File: config.mk
export PLATFORM = sky130hd
export DESIGN_NAME = baud_tick_gen
export DESIGN_NICKNAME = d
export VERILOG_FILES = /design/src/rtl/baud_pkg.sv /design/src/rtl/baud_cfg_reg.sv /design/src/rtl/baud_prescaler.sv /design/src/rtl/baud_divider.sv /design/src/rtl/baud_oversample.sv /design/src/rtl/baud_tick_gen.sv
export SDC_FILE = /design/constraint.sdc
export NUM_CORES = 1
export LEC_CHECK = 0
export ABC_AREA = 0
export BUFFER_PORTS_ARGS = -buffer_cell sky130_fd_sc_hd__buf_2
export CAP_MARGIN = 20
export CORE_UTILIZATION = 36
export CTS_BUF_LIST = sky130_fd_sc_hd__clkbuf_4
export DETAILED_ROUTE_END_ITERATION = 6
export GPL_TIMING_DRIVEN = 0
export PLACE_DENSITY = 0.51
export SYNTH_ARGS = -nofsm -noshare
export SYNTH_HDL_FRONTEND = slang
export SYNTH_SLANG_ARGS = --single-unit
File: constraint.sdc
create_clock -name clk -period 10.15 [get_ports clk]
set_clock_uncertainty 0.1 [all_clocks]
set_input_delay 0.5075 -clock clk [delete_from_list [all_inputs] [get_ports clk]]
set_output_delay 0.5075 -clock clk [all_outputs]
set_load 0.02 [all_outputs]
File: src/rtl/baud_pkg.sv
package baud_pkg;

  // prescaler ratio select
  typedef enum logic {
    PRE_DIV1 = 1'b0,
    PRE_DIV4 = 1'b1
  } pre_sel_e;

  // oversampling mode select
  typedef enum logic {
    OVS_16X = 1'b0,
    OVS_8X  = 1'b1
  } ovs_sel_e;

endpackage

File: src/rtl/baud_cfg_reg.sv
// Holds the active settings and flags a restart whenever the inputs differ
// from what the counters are currently running on.
module baud_cfg_reg
  import baud_pkg::*;
#(
  parameter int unsigned DIV_W = 16
) (
  input  logic             clk,
  input  logic             rst,
  input  logic [DIV_W-1:0] div_i,
  input  pre_sel_e         pre_i,
  input  ovs_sel_e         ovs_i,
  output logic [DIV_W-1:0] div_q,
  output pre_sel_e         pre_q,
  output ovs_sel_e         ovs_q,
  output logic             reload
);

  always_ff @(posedge clk) begin
    if (rst) begin
      div_q <= '0;
      pre_q <= PRE_DIV1;
      ovs_q <= OVS_16X;
    end else begin
      div_q <= div_i;
      pre_q <= pre_i;
      ovs_q <= ovs_i;
    end
  end

  always_comb begin
    reload = (div_i != div_q) || (pre_i != pre_q) || (ovs_i != ovs_q);
  end

endmodule

File: src/rtl/baud_prescaler.sv
// Produces a cycle enable: every cycle, or once per RATIO cycles.
module baud_prescaler
  import baud_pkg::*;
#(
  parameter int unsigned RATIO = 4
) (
  input  logic     clk,
  input  logic     rst,
  input  logic     clr,
  input  pre_sel_e pre_sel,
  output logic     en
);

  localparam int unsigned PW = (RATIO > 2) ? $clog2(RATIO) : 1;
  localparam logic [PW-1:0] LAST = PW'(RATIO - 1);

  logic [PW-1:0] pcnt;

  always_ff @(posedge clk) begin
    if (rst || clr) begin
      pcnt <= '0;
    end else if (pre_sel == PRE_DIV4) begin
      pcnt <= (pcnt == LAST) ? '0 : pcnt + PW'(1);
    end else begin
      pcnt <= '0;
    end
  end

  always_comb begin
    en = (pre_sel == PRE_DIV1) || (pcnt == LAST);
  end

endmodule

File: src/rtl/baud_divider.sv
// Counts prescaled cycles up to the divisor and flags the last one.
module baud_divider #(
  parameter int unsigned DIV_W = 16
) (
  input  logic             clk,
  input  logic             rst,
  input  logic             clr,
  input  logic             en,
  input  logic [DIV_W-1:0] div,
  output logic             hit
);

  logic [DIV_W-1:0] dcnt;
  logic [DIV_W-1:0] div_m1;
  logic             div_zero;

  always_comb begin
    div_m1   = div - DIV_W'(1);
    div_zero = (div == '0);
    hit      = en && !div_zero && !clr && (dcnt == div_m1);
  end

  always_ff @(posedge clk) begin
    if (rst || clr || div_zero) begin
      dcnt <= '0;
    end else if (en) begin
      dcnt <= hit ? '0 : dcnt + DIV_W'(1);
    end
  end

endmodule

File: src/rtl/baud_oversample.sv
// Counts sample events and flags the last one of each bit period.
module baud_oversample
  import baud_pkg::*;
#(
  parameter int unsigned OVS_HI = 16,
  parameter int unsigned OVS_LO = 8
) (
  input  logic     clk,
  input  logic     rst,
  input  logic     clr,
  input  logic     step,
  input  ovs_sel_e ovs_sel,
  output logic     wrap
);

  localparam int unsigned OW = $clog2(OVS_HI);
  localparam logic [OW-1:0] LAST_HI = OW'(OVS_HI - 1);
  localparam logic [OW-1:0] LAST_LO = OW'(OVS_LO - 1);

  logic [OW-1:0] ocnt;
  logic [OW-1:0] last;

  always_comb begin
    last = (ovs_sel == OVS_8X) ? LAST_LO : LAST_HI;
    wrap = step && (ocnt == last);
  end

  always_ff @(posedge clk) begin
    if (rst || clr) begin
      ocnt <= '0;
    end else if (step) begin
      ocnt <= wrap ? '0 : ocnt + OW'(1);
    end
  end

endmodule

File: src/rtl/baud_tick_gen.sv
module baud_tick_gen
  import baud_pkg::*;
#(
  parameter int unsigned DIV_W     = 16,
  parameter int unsigned PRE_RATIO = 4,
  parameter int unsigned OVS_HI    = 16,
  parameter int unsigned OVS_LO    = 8
) (
  input  logic             clk,
  input  logic             rst,
  input  logic [DIV_W-1:0] divisor,
  input  logic             presc_sel,
  input  logic             mode_8x,
  output logic             sample_tick,
  output logic             bit_tick
);

  logic [DIV_W-1:0] div_q;
  pre_sel_e         pre_q;
  ovs_sel_e         ovs_q;
  logic             reload;
  logic             pre_en;
  logic             samp_hit;
  logic             bit_hit;

  baud_cfg_reg #(.DIV_W(DIV_W)) u_cfg (
    .clk    (clk),
    .rst    (rst),
    .div_i  (divisor),
    .pre_i  (pre_sel_e'(presc_sel)),
    .ovs_i  (ovs_sel_e'(mode_8x)),
    .div_q  (div_q),
    .pre_q  (pre_q),
    .ovs_q  (ovs_q),
    .reload (reload)
  );

  baud_prescaler #(.RATIO(PRE_RATIO)) u_pre (
    .clk     (clk),
    .rst     (rst),
    .clr     (reload),
    .pre_sel (pre_q),
    .en      (pre_en)
  );

  baud_divider #(.DIV_W(DIV_W)) u_div (
    .clk (clk),
    .rst (rst),
    .clr (reload),
    .en  (pre_en),
    .div (div_q),
    .hit (samp_hit)
  );

  baud_oversample #(.OVS_HI(OVS_HI), .OVS_LO(OVS_LO)) u_ovs (
    .clk     (clk),
    .rst     (rst),
    .clr     (reload),
    .step    (samp_hit),
    .ovs_sel (ovs_q),
    .wrap    (bit_hit)
  );

  // registered strobes
  always_ff @(posedge clk) begin
    if (rst) begin
      sample_tick <= 1'b0;
      bit_tick    <= 1'b0;
    end else begin
      sample_tick <= samp_hit;
      bit_tick    <= bit_hit;
    end
  end

endmodule

Yosys cells after proc, flatten, opt, wreduce, memory -nomap -nowiden
Index checks and enable logic that the tools add are counted.
{"block": "word_totals", "register_bits": 42, "latch_bits": 0, "mem_bits_rw": 0, "mem_bits_ro": 0, "input_bits": 20, "out_inout_bits": 2, "elab_cells": 35, "memories": 0}
{"block": "op_classes", "add_sub_neg": 4, "mul": 0, "div_mod_pow": 0, "order_cmp": 0, "eq_ne": 6, "n_shift": 0, "muxes": 3, "bitwise": 1, "n_reduce_logical": 13}
{"cell": "16-bit by 1-bit adder with 16-bit output, second input constant", "n": 1}
{"cell": "16-bit equality test", "n": 1}
{"cell": "16-bit zero test", "n": 1}
{"cell": "16-bit two-way mux", "n": 1}
{"cell": "16-bit != test", "n": 1}
{"cell": "16-bit by 1-bit subtractor with 16-bit output, second input constant", "n": 1}
{"cell": "4-bit two-way mux", "n": 2}
{"cell": "1-bit logical OR", "n": 5}
{"cell": "4-bit by 1-bit adder with 4-bit output, second input constant", "n": 1}
{"cell": "4-bit equality test", "n": 1}
{"cell": "1-bit logical AND", "n": 4}
{"cell": "3-bit OR reduction", "n": 1}
{"cell": "2-bit by 1-bit adder with 2-bit output, second input constant", "n": 1}
{"cell": "2-bit equality test, second input constant", "n": 1}
{"cell": "1-bit zero test", "n": 2}
{"cell": "1-bit != test", "n": 2}
{"cell": "1-bit NOT", "n": 1}

Longest topological paths before layout
{"block": "logic_depth", "word_depth": 8, "mapped_depth": 13, "mapped_depth_nobuf": 9}

Modules after synthesis
A second synthesis with hierarchy kept.
{"block": "unflattened", "hier_cells": 272, "hier_area_um2": 2472.4}
{"mod": "baud_divider", "n_inst": 1, "cells_each": 181, "area_each_um2": 1451.4, "seq_area_each_um2": 320.3}
{"mod": "baud_cfg_reg", "n_inst": 1, "cells_each": 61, "area_each_um2": 678.2, "seq_area_each_um2": 360.3}
{"mod": "baud_oversample", "n_inst": 1, "cells_each": 20, "area_each_um2": 193.9, "seq_area_each_um2": 80.1}
{"mod": "baud_prescaler", "n_inst": 1, "cells_each": 6, "area_each_um2": 96.3, "seq_area_each_um2": 40.0}
{"mod": "baud_tick_gen", "n_inst": 1, "cells_each": 4, "area_each_um2": 52.6, "seq_area_each_um2": 40.0}

Worst setup path after synthesis
No wires, ideal clock.
{"block": "synth_timing", "path_kind": "register to register", "from": "register u_cfg.div_q[0]", "to": "register u_ovs.ocnt[0]", "setup_ps": 73, "arrival_ps": 3217, "required_time_ps": 9977, "slack_ps": 6760, "path_stages_with_launch": 13, "path_buffers": 3, "synth_period_minus_slack_ps": 3390, "cell_sequence": "dfxtp_1 -> clkbuf_1 -> inv_1 -> ha_1 -> or4b_1 -> clkbuf_2 -> nor4_2 -> a21boi_1 -> or4b_1 -> or4_1 -> buf_2 -> or4b_1 -> a21oi_1"}
{"block": "synth_between", "elab_chain_len": 8, "elab_cells_between_ends": 14, "classes_between": "1 x add/sub; 2 x eq/ne; 1 x mux; 10 x reduce/logical"}
{"element": "start, declared", "line_no": "baud_cfg_reg.sv:13", "text": "output logic [DIV_W-1:0] div_q,"}
{"element": "start signal, assigned", "line_no": "baud_cfg_reg.sv:25", "text": "div_q <= div_i;"}
{"element": "branches (longest 8 deep; another with 16-bit by 1-bit subtractor with 16-bit output)"}
{"element": "end signal, assigned", "line_no": "baud_oversample.sv:32", "text": "ocnt <= wrap ? '0 : ocnt + OW'(1);"}
{"element": "end, declared", "line_no": "baud_oversample.sv:20", "text": "logic [OW-1:0] ocnt;"}
Several ways; the timed one is not identified.
A chain may end at the register's enable or synchronous reset.

Final worst setup path
{"block": "layout_timing", "from": "register u_cfg.div_q[0]", "to": "register u_div.dcnt[8]"}
{"block": "layout_between", "elab_chain_len": 7, "elab_cells_between_ends": 14, "classes_between": "1 x add/sub; 2 x eq/ne; 1 x mux; 10 x reduce/logical"}
{"element": "branches (longest 7 deep; another with 16-bit by 1-bit subtractor with 16-bit output)"}
{"element": "end signal, assigned", "line_no": "baud_divider.sv:27", "text": "dcnt <= hit ? '0 : dcnt + DIV_W'(1);"}
{"element": "end, declared", "line_no": "baud_divider.sv:13", "text": "logic [DIV_W-1:0] dcnt;"}
Several ways; the timed one is not identified.

==> run metrics <==
status=complete, no violations; area fraction in compound gates after synthesis=7.94%; commonest cells after routing, fill and taps aside=dfxtp_1 (42), xnor2_1 (37), nor2_1 (29); total wire length=5460 um; Post-Place Worst Slack=6360 ps; TritonRoute pass-1 iters=4; Core Region=0.00635 mm2; synthesized cell area=0.00238 mm2; Area Overhead vs Synth=11.5%; final worst slack=6350 ps; # hold bufs at CTS=0; metal2 WL=2410 um; Overflow after GRT=0; clk sinks=42; PD cells=122 mW/mm2; Post-Synth XOR/XNOR Area=18.4%; H-tree levels=2; CTS Buffer Depth=2; Hold Fails Final Rpt=0; Die X=83.3 um; WS Path Type=reg2reg; DIE HEIGHT=83.3 um; simple-gate share of the synthesized area=30.9%; Seq cells post-synth=42; share of the yosys chip area belonging to registers=35.3%; final setup TNS=0 ps; Die ar.=0.00694 mm2; Post-DP HPWL=4190 um; Max Cap Violations=0; Initial Util=37.5%; Yosys cell types=46; CTS root buffer=clkbuf_4; fmax=263 MHz; ant diodes=0; Port Buf Inserts=21; initial antenna violation count=0; Peak VDD IR=0.0617 mV; Clock transition at path regs=130 ps; Synth Warn #=0; vias in the first global route=1921; wire length on met3=160 um; clock latency at the later pin of the worst-skew pair=360 ps; RePlAce Congestion=0.811; remaining antenna violation count=0; critical path capture point type=flip-flop; M1 WL=2840 um; Post-Synth Adder-Cell Area=2.63%; DR top layer=met4; Ports=22; Leak=0.891 nW; reg-to-reg startpoint=u_cfg.div_q[0]; CTS resizes=0; Post-CTS Setup Bufs=0; ys async rst share=0%; layout cells sized above 1=12.7%; Critical Path RT=10300 ps; hold crit path type=in2reg; Worst Setup Start Kind=flip-flop; via count=1944; Tot GR Track Use=17.2%; post-synthesis cell count=278; Finished Cell Area=0.00265 mm2; CTS tree=built; final worst path period share=37.4%; Setup-failing EPs final=0; DR iter-0 viols=92; first-pass GRT wire length=9470 um; relative slew slack=57.3%; largest net degree at the start of global routing=13; WL/cell=14.3 um; max-slew violations=0; synthesized netlist net count=303; commonest non-fill, non-tap cell in the layout=dfxtp_1; ys flop type=dfxtp_1; Syn Area/Cell=8.56 um2; Post-Place Cell Area=0.00258 mm2; Rows=29; CP Max Fanout=10; WP data arrival=3950 ps; total clock buffers created by CTS=5; nets=331; CP startpoint=u_cfg.div_q[0]; Hold Path Origin=divisor[8]; min Tclk post-route=3800 ps; RSZ-0062 raised after global routing=false; largest family of logic cells by synthesized area=simple AND/OR/NAND/NOR gates; Vias per Instance=5.08; Slew @ Worst Pin=634 ps; multiplexer share of the synthesized area=0.421%; # DRC=0; Post-synth EDFFs=0
[state kept, by name (all words and copies together), names as in the netlist]
| signal | count |
|---|---|
| bit_tick | 1 |
| sample_tick | 1 |
| u_cfg.div_q | 16 |
| u_cfg.ovs_q | 1 |
| u_cfg.pre_q | 1 |
| u_div.dcnt | 16 |
| u_ovs.ocnt | 4 |
| u_pre.pcnt | 2 |
[metal layers]
metal  vias up  track usage, %
met1       888            23.6
met2        33            27.6
li1       1018               -
met5         -               0
met3         5            2.88
met4         0            5.17
[power by group]
group / switching [W] / leakage, nW / internal, W / total [W]
Clock: 0.0000545 / 0.0387 / 0.0000498 / 0.000104
Sequential: 0.00000386 / 0.343 / 0.000169 / 0.000173
Combinational: 0.0000241 / 0.509 / 0.0000213 / 0.0000454
[worst max-delay path: stages, from the launching register on]
cell	delay [ps]
dfxtp_1	320
clkbuf_1	170
inv_1	120
ha_1	250
or4b_1	450
clkbuf_2	200
or4_1	510
o311ai_0	100
nor2_1	140
or4_1	540
buf_2	190
o21ai_2	250
buf_2	280
nor2_1	70
[worst paths after layout]
kind / slack (ps) / cells past startpoint / end
max: 6350 / 13 / u_div.dcnt[8]
min: 270 / 2 / u_cfg.div_q[8]
max reg2reg: 6350 / 13 / u_div.dcnt[8]
min reg2reg: 340 / 1 / u_pre.pcnt[0]
[metrics by stage]
stage	std cells	util, %	power, W	hold slack [ps]
2_1_floorplan	278	-	0.000208	308
3_3_place_gp	376	40.7	0.000222	326
3_5_place_dp	376	40.7	0.000222	327
4_1_cts	383	41.8	0.000325	271
5_1_grt	383	41.8	0.000339	260
6_report	383	41.8	0.000322	272
[synthesized netlist by cell type, types with 2 or more instances]
| library cell | n | area [um2] |
|---|---|---|
| nand3b_1 | 5 | 37.5 |
| ha_1 | 5 | 62.6 |
| o311ai_0 | 3 | 26.3 |
| o31a_1 | 2 | 17.5 |
| nand2_1 | 10 | 37.5 |
| buf_2 | 4 | 20.0 |
| o221ai_1 | 2 | 17.5 |
| buf_6 | 2 | 22.5 |
| nand3_1 | 10 | 50.1 |
| xor2_1 | 13 | 114 |
| clkbuf_1 | 7 | 26.3 |
| nand4_1 | 9 | 56.3 |
| or4_1 | 5 | 37.5 |
| or3_1 | 3 | 18.8 |
| o21a_1 | 2 | 15.0 |
| nor3_1 | 14 | 70.1 |
| and3_1 | 4 | 25.0 |
| or4b_1 | 3 | 30.0 |
| nor2b_1 | 20 | 125 |
| nand2b_1 | 3 | 18.8 |
| inv_1 | 7 | 26.3 |
| a21oi_1 | 7 | 35.0 |
| nor4_1 | 6 | 37.5 |
| nor2_1 | 29 | 109 |
| xnor2_1 | 37 | 324 |
| o21ai_0 | 3 | 15.0 |
| and2_1 | 3 | 18.8 |
| dfxtp_1 | 42 | 841 |
[cell families after synthesis]
kind of cell	after synthesis
AO/OA/AOI/OAI	27
buffers and inverters	22
adder cells (fa/ha/maj)	5
AND/OR/NAND/NOR	131
XOR/XNOR	50
flip-flops	42
multiplexers	1
[final cells by class]
class                           instances  area (um2)
Buffer                                 15        77.6
Timing Repair Buffer                   21         105
Fill cell                             660        3700
Sequential cell                        42         841
Tap cell                               77        96.3
Clock inverter                          2        33.8
Clock buffer                            5        37.5
Multi-Input combinational cell        214        1440
Inverter                                7        26.3
Note: power is estimated with default switching activity, not from simulation.
